==> src/rtl/subdiv_pkg.sv <==
package subdiv_pkg;

    typedef enum logic [0:0] {
        ST_IDLE     = 1'b0,
        ST_SUBTRACT = 1'b1
    } div_state_t;

endpackage

==> src/rtl/subdiv_datapath.sv <==
// Working remainder, subtraction counter and the operand copies taken at
// the accepting edge.
module subdiv_datapath #(
    parameter int W  = 16,
    parameter int CW = 16
) (
    input  logic          clk,
    input  logic          rst,
    input  logic          load,
    input  logic          step,
    input  logic [W-1:0]  num_in,
    input  logic [W-1:0]  den_in,
    input  logic          rnd_in,
    output logic [W-1:0]  work_o,
    output logic [CW-1:0] count_o,
    output logic [W-1:0]  den_o,
    output logic          rnd_o,
    output logic          ge_o
);

    logic [W-1:0]  work_q;
    logic [CW-1:0] count_q;
    logic [W-1:0]  den_q;
    logic          rnd_q;

    always_ff @(posedge clk) begin
        if (rst) begin
            work_q  <= '0;
            count_q <= '0;
            den_q   <= '0;
            rnd_q   <= 1'b0;
        end else if (load) begin
            work_q  <= num_in;
            count_q <= '0;
            den_q   <= den_in;
            rnd_q   <= rnd_in;
        end else if (step) begin
            work_q  <= work_q - den_q;
            count_q <= count_q + 1'b1;
        end
    end

    assign ge_o    = (work_q >= den_q);
    assign work_o  = work_q;
    assign count_o = count_q;
    assign den_o   = den_q;
    assign rnd_o   = rnd_q;

endmodule

==> src/rtl/subdiv_rounder.sv <==
// Round-half-up on the count: add one when twice the leftover reaches the divisor.
module subdiv_rounder #(
    parameter int W  = 16,
    parameter int CW = 16
) (
    input  logic [CW-1:0] count_i,
    input  logic [W-1:0]  rem_i,
    input  logic [W-1:0]  den_i,
    input  logic          en_i,
    output logic [CW-1:0] quot_o
);

    localparam int DW = W + 1;

    logic [DW-1:0] rem_x2;
    logic [DW-1:0] den_x;
    logic          bump;

    always_comb begin
        rem_x2 = {rem_i, 1'b0};
        den_x  = {1'b0, den_i};
        bump   = en_i && (rem_x2 >= den_x);
        quot_o = bump ? count_i + 1'b1 : count_i;
    end

endmodule

==> src/rtl/subdiv_ctrl.sv <==
// Two-state controller: state register, next-state logic, registered outputs.
module subdiv_ctrl
    import subdiv_pkg::*;
#(
    parameter int W  = 16,
    parameter int CW = 16
) (
    input  logic          clk,
    input  logic          rst,
    input  logic          start,
    input  logic [W-1:0]  num_in,
    input  logic [W-1:0]  den_in,
    input  logic          ge,
    input  logic [W-1:0]  work,
    input  logic [CW-1:0] rounded_q,
    output logic          load,
    output logic          step,
    output logic          busy,
    output logic          done,
    output logic [CW-1:0] quotient,
    output logic [W-1:0]  remainder,
    output logic          div_by_zero
);

    localparam logic [CW-1:0] Q_SATURATE = {CW{1'b1}};

    div_state_t state_q, state_d;
    logic       accept;
    logic       den_zero;
    logic       finish;

    assign accept   = start && (state_q == ST_IDLE);
    assign den_zero = (den_in == '0);
    assign finish   = (state_q == ST_SUBTRACT) && !ge;
    assign load     = accept && !den_zero;
    assign step     = (state_q == ST_SUBTRACT) && ge;
    assign busy     = (state_q == ST_SUBTRACT);

    always_comb begin
        state_d = state_q;
        unique case (state_q)
            ST_IDLE:     if (load)   state_d = ST_SUBTRACT;
            ST_SUBTRACT: if (finish) state_d = ST_IDLE;
            default:     state_d = ST_IDLE;
        endcase
    end

    always_ff @(posedge clk) begin
        if (rst) state_q <= ST_IDLE;
        else     state_q <= state_d;
    end

    always_ff @(posedge clk) begin
        if (rst) begin
            done        <= 1'b0;
            quotient    <= '0;
            remainder   <= '0;
            div_by_zero <= 1'b0;
        end else begin
            done <= 1'b0;
            unique case (state_q)
                ST_IDLE: begin
                    if (accept && den_zero) begin
                        done        <= 1'b1;
                        quotient    <= Q_SATURATE;
                        remainder   <= num_in;
                        div_by_zero <= 1'b1;
                    end
                end
                ST_SUBTRACT: begin
                    if (finish) begin
                        done        <= 1'b1;
                        quotient    <= rounded_q;
                        remainder   <= work;
                        div_by_zero <= 1'b0;
                    end
                end
                default: ;
            endcase
        end
    end

endmodule

==> src/rtl/subloop_divider.sv <==
module subloop_divider #(
    parameter int W  = 16,
    parameter int CW = 16
) (
    input  logic          clk,
    input  logic          rst,
    input  logic          start,
    input  logic          round_en,
    input  logic [W-1:0]  numerator,
    input  logic [W-1:0]  denominator,
    output logic          busy,
    output logic          done,
    output logic [CW-1:0] quotient,
    output logic [W-1:0]  remainder,
    output logic          div_by_zero
);

    logic          load, step, ge, rnd_l;
    logic [W-1:0]  work, den_l;
    logic [CW-1:0] count, rounded_q;

    subdiv_datapath #(.W(W), .CW(CW)) dp_i (
        .clk(clk), .rst(rst), .load(load), .step(step),
        .num_in(numerator), .den_in(denominator), .rnd_in(round_en),
        .work_o(work), .count_o(count), .den_o(den_l), .rnd_o(rnd_l),
        .ge_o(ge)
    );

    subdiv_rounder #(.W(W), .CW(CW)) rnd_i (
        .count_i(count), .rem_i(work), .den_i(den_l), .en_i(rnd_l),
        .quot_o(rounded_q)
    );

    subdiv_ctrl #(.W(W), .CW(CW)) ctl_i (
        .clk(clk), .rst(rst), .start(start),
        .num_in(numerator), .den_in(denominator),
        .ge(ge), .work(work), .rounded_q(rounded_q),
        .load(load), .step(step), .busy(busy), .done(done),
        .quotient(quotient), .remainder(remainder),
        .div_by_zero(div_by_zero)
    );

endmodule

==> config.mk <==
export PLATFORM = sky130hd
export DESIGN_NAME = subloop_divider
export DESIGN_NICKNAME = d
export VERILOG_FILES = /design/src/rtl/subdiv_pkg.sv /design/src/rtl/subdiv_datapath.sv /design/src/rtl/subdiv_rounder.sv /design/src/rtl/subdiv_ctrl.sv /design/src/rtl/subloop_divider.sv
export SDC_FILE = /design/constraint.sdc
export NUM_CORES = 1
export LEC_CHECK = 0
export ABC_AREA = 0
export ABC_CLOCK_PERIOD_IN_PS = 5800
export CORE_MARGIN = 4
export CORE_UTILIZATION = 43
export CTS_CLUSTER_SIZE = 28
export DETAILED_ROUTE_END_ITERATION = 10
export HOLD_SLACK_MARGIN = 0.12
export PLACE_DENSITY = 0.71
export SKIP_CTS_REPAIR_TIMING = 1
export SLEW_MARGIN = 30
export SYNTH_ARGS = -nofsm -noshare
export SYNTH_HDL_FRONTEND = slang
export SYNTH_SLANG_ARGS = --single-unit
export TNS_END_PERCENT = 5
==> constraint.sdc <==
create_clock -name clk -period 5.8 [get_ports clk]
set_input_delay 1.16 -clock clk [delete_from_list [all_inputs] [get_ports clk]]
set_output_delay 1.16 -clock clk [all_outputs]
set_load 0.03 [all_outputs]
==> results.py <==
metrics = {
    "logic_synthesis": {
        "syn_nets": 669,
        "synth_area_leader_cell": "dfxtp_1",
        "syn_area_mm2": 0.004873,
        "netlist_top_cells_area": "dfxtp_1 35%, ha_1 8.2%, nor2_1 6.4%, a21oi_1 5.8%, nand2_1 4.5%",
        "synth_seq_area_share_pct": 34.51,
        "synth_top_family_by_area": "compound AO/OA/AOI/OAI gates",
        "async_flop_share_pct": 0,
        "synth-adder-area-share_pct": 8.626,
        "synthSimpleGateAreaFrac_pct": 21.44,
        "synth_mux_area_share_pct": 3.723,
        "synth_xor_area_share_pct": 4.493,
        "synth_top_cell_area_share_pct": 34.51,
        "synthDistinctLibCells": 58,
        "synth_edf_count": 0,
        "yosysMostFrequentCell": "dfxtp_1",
        "yosysWarnings": 0,
        "syn_inst": 600,
        "synth_compound_area_share_pct": 21.98,
        "synth_ff_type": "dfxtp_1",
        "synth_commonest_cells": "84 x dfxtp_1, 83 x nor2_1, 59 x nand2_1",
        "avgSynthCellArea_um2": 8.122,
        "ys_seq_elements": 84,
    },
    "placement": {
        "placed_cell_area_mm2": 0.005605,
        "dp_hpwl_mm": 9.179,
        "portBuffers": 70,
        "gp_congestion": 0.9016,
        "pre_cts_slack_ns": 1.940,
    },
    "clock_tree": {
        "cts_buffer_depth": 2,
        "cts_root_buf": "clkbuf_16",
        "cts_inserted_buffers": 9,
        "clk_latency_ns": 0.34,
        "clkSinkCount": 84,
        "h-tree-depth": 3,
        "cts_tree": "built",
        "path_clk_slew_ns": 0.06,
    },
    "setup_path": {
        "path_class": "in -> reg",
        "worstPathArrival_ns": 3.81,
        "cp-start-kind": "primary input",
        "cp_max_fo": 56,
        "cp.required_ns": 6.04,
        "end_kind": "flop",
    },
    "cells_and_area": {
        "stdcell_area_mm2": 0.005906,
        "layout.nets": 718,
        "n_antenna_cell": 0,
        "fillers": 1002,
        "syn_to_final_growth_pct": 21.18,
        "layout-drive-gt1-share_pct": 4.587,
        "multi_input_area_mm2": 0.002940,
        "seqCellArea_mm2": 0.001682,
    },
    "timing": {
        "hold_viol": 0,
        "fmax_ghz": 0.2803,
        "setup_violations": 0,
        "finClkSkew_ns": 0.007750,
        "finalCriticalPeriod_ns": 3.568,
        "setup_slack_ns": 2.232,
        "drv_slew": 0,
        "timing.final.crit_share_pct": 61.52,
        "slew_headroom_pct": 36.91,
        "finalSetupTns_ns": 0,
        "rsz0062_at_grt": "no",
        "worstMarginPinSlew_ns": 0.9434,
    },
    "die": {
        "io_pins": 71,
        "initial_utilization_pct": 44.37,
        "die_w_um": 114.5,
        "dieArea_mm2": 0.01310,
        "dieHeight_um": 114.5,
        "core-area_mm2": 0.01098,
        "rows": 38,
    },
    "global_route": {
        "grt_overflow": 0,
        "antenna_found_initial": 0,
        "grt_pass1_wl_mm": 21.03,
        "grt_max_degree": 57,
        "grtUsageTotal_pct": 19.80,
        "grt_pass1_vias": 4374,
    },
    "routing": {
        "top_layer_used": "met4",
        "route.met2.wl_mm": 5.983,
        "firstDrtPassIters": 4,
        "met3_length_um": 554,
        "wl_per_cell_um": 15.89,
        "met1_length_mm": 5.843,
        "ant_nets": 0,
        "drc": 0,
        "drt_iter0_markers": 314,
        "detail_route.wirelength_mm": 12.61,
        "num_vias": 4531,
        "via_per_inst": 5.707,
    },
    "job": {
        "drv_cap": 0,
    },
    "power": {
        "powerDensity_mw_per_mm2": 385.5,
        "fin_total_pwr_uw": 2277,
        "irDropWorstVdd_v": 0.0002214,
        "p_leak_uw": 0.002093,
    },
    "min_path": {
        "min_path_type": "reg -> reg",
    },
    "run_status": {
        "status": "finished, final reports clean",
    },
}
==> per-layer routing <==
layer,vias up,GRT usage (%)
met5,-,0
met2,116,32.83
met1,2135,25.96
met3,17,3.066
li1,2263,-
met4,0,7.363
==> flip-flops by register name, summed over array words and instances (netlist names) <==
register / cells
ctl_i.quotient: 16
ctl_i.remainder: 16
dp_i.count_o: 16
dp_i.den_o: 16
dp_i.work_o: 16
ctl_i.busy: 1
ctl_i.div_by_zero: 1
ctl_i.done: 1
dp_i.rnd_o: 1
==> layout by cell type, fill, tap and decap left out, drive strengths merged, types with 7 or more instances in the layout <==
cell           synthesis  layout
nand4                  7       7
o21a                   9       9
a21oi                 56      56
clkdlybuf4s50          0      69
a311oi                 9       9
a2111oi                7       7
o21ai                 19      19
xnor2                 20      20
a211oi                29      29
nand3                 13      13
inv                   21      22
nand2                 59      59
mux2i                 17      17
clkbuf                20      11
nor2                  83      83
nor3                  11      11
dfxtp                 84      84
or3                   14      14
ha                    32      32
==> where the power goes <==
| group | internal [µW] | total (µW) | switching, µW |
|---|---|---|---|
| Clock | 318 | 563 | 245 |
| Combinational | 402 | 975 | 573 |
| Sequential | 671 | 739 | 68.3 |
| Total | 1390 | 2280 | 886 |
==> critical path, stage by stage <==
cell,delay [ns]
clkdlybuf4s50_1,0.42
nor4_1,0.42
nand4_1,0.23
nor3b_1,0.53
nor2_1,0.14
nand2_1,0.09
buf_4,0.45
nor2_1,0.08
a311oi_1,0.26
==> through the flow <==
step	utilization, %	cells	hold slack [ns]
finish	53.77	794	0.4592
CTS	53.74	794	0.4604
global placement	51.04	778	0.4487
detailed placement	51.04	778	0.4521
floorplan	-	600	0.4363
global route	53.77	794	0.4843
==> logic make-up after synthesis <==
family / after synthesis
AOI/OAI and AO/OA: 159
xor gates and xnor gates: 25
adders and majority gates: 33
buffers and inverters: 58
DFF: 84
muxes: 18
and+or+nand+nor: 223
==> final timing paths <==
check,from,endpoint,slack [ns],depth (start not counted)
max,denominator[10],ctl_i.quotient[13],2.23,9
min reg2reg,dp_i.den_o[9],dp_i.den_o[9],0.46,2
min,dp_i.den_o[9],dp_i.den_o[9],0.46,2
max reg2reg,dp_i.work_o[0],dp_i.work_o[10],2.77,10
==> area by class of cell <==
cell class	instances	area share, %
sequential	84	28.47
clock buffer	11	4.280
multi-input combinational	458	49.79
timing repair buffer	75	12.42
tap	140	2.966
inverter	21	1.335
clock inverter	5	0.7415
Note: power is estimated with default switching activity, not from simulation.
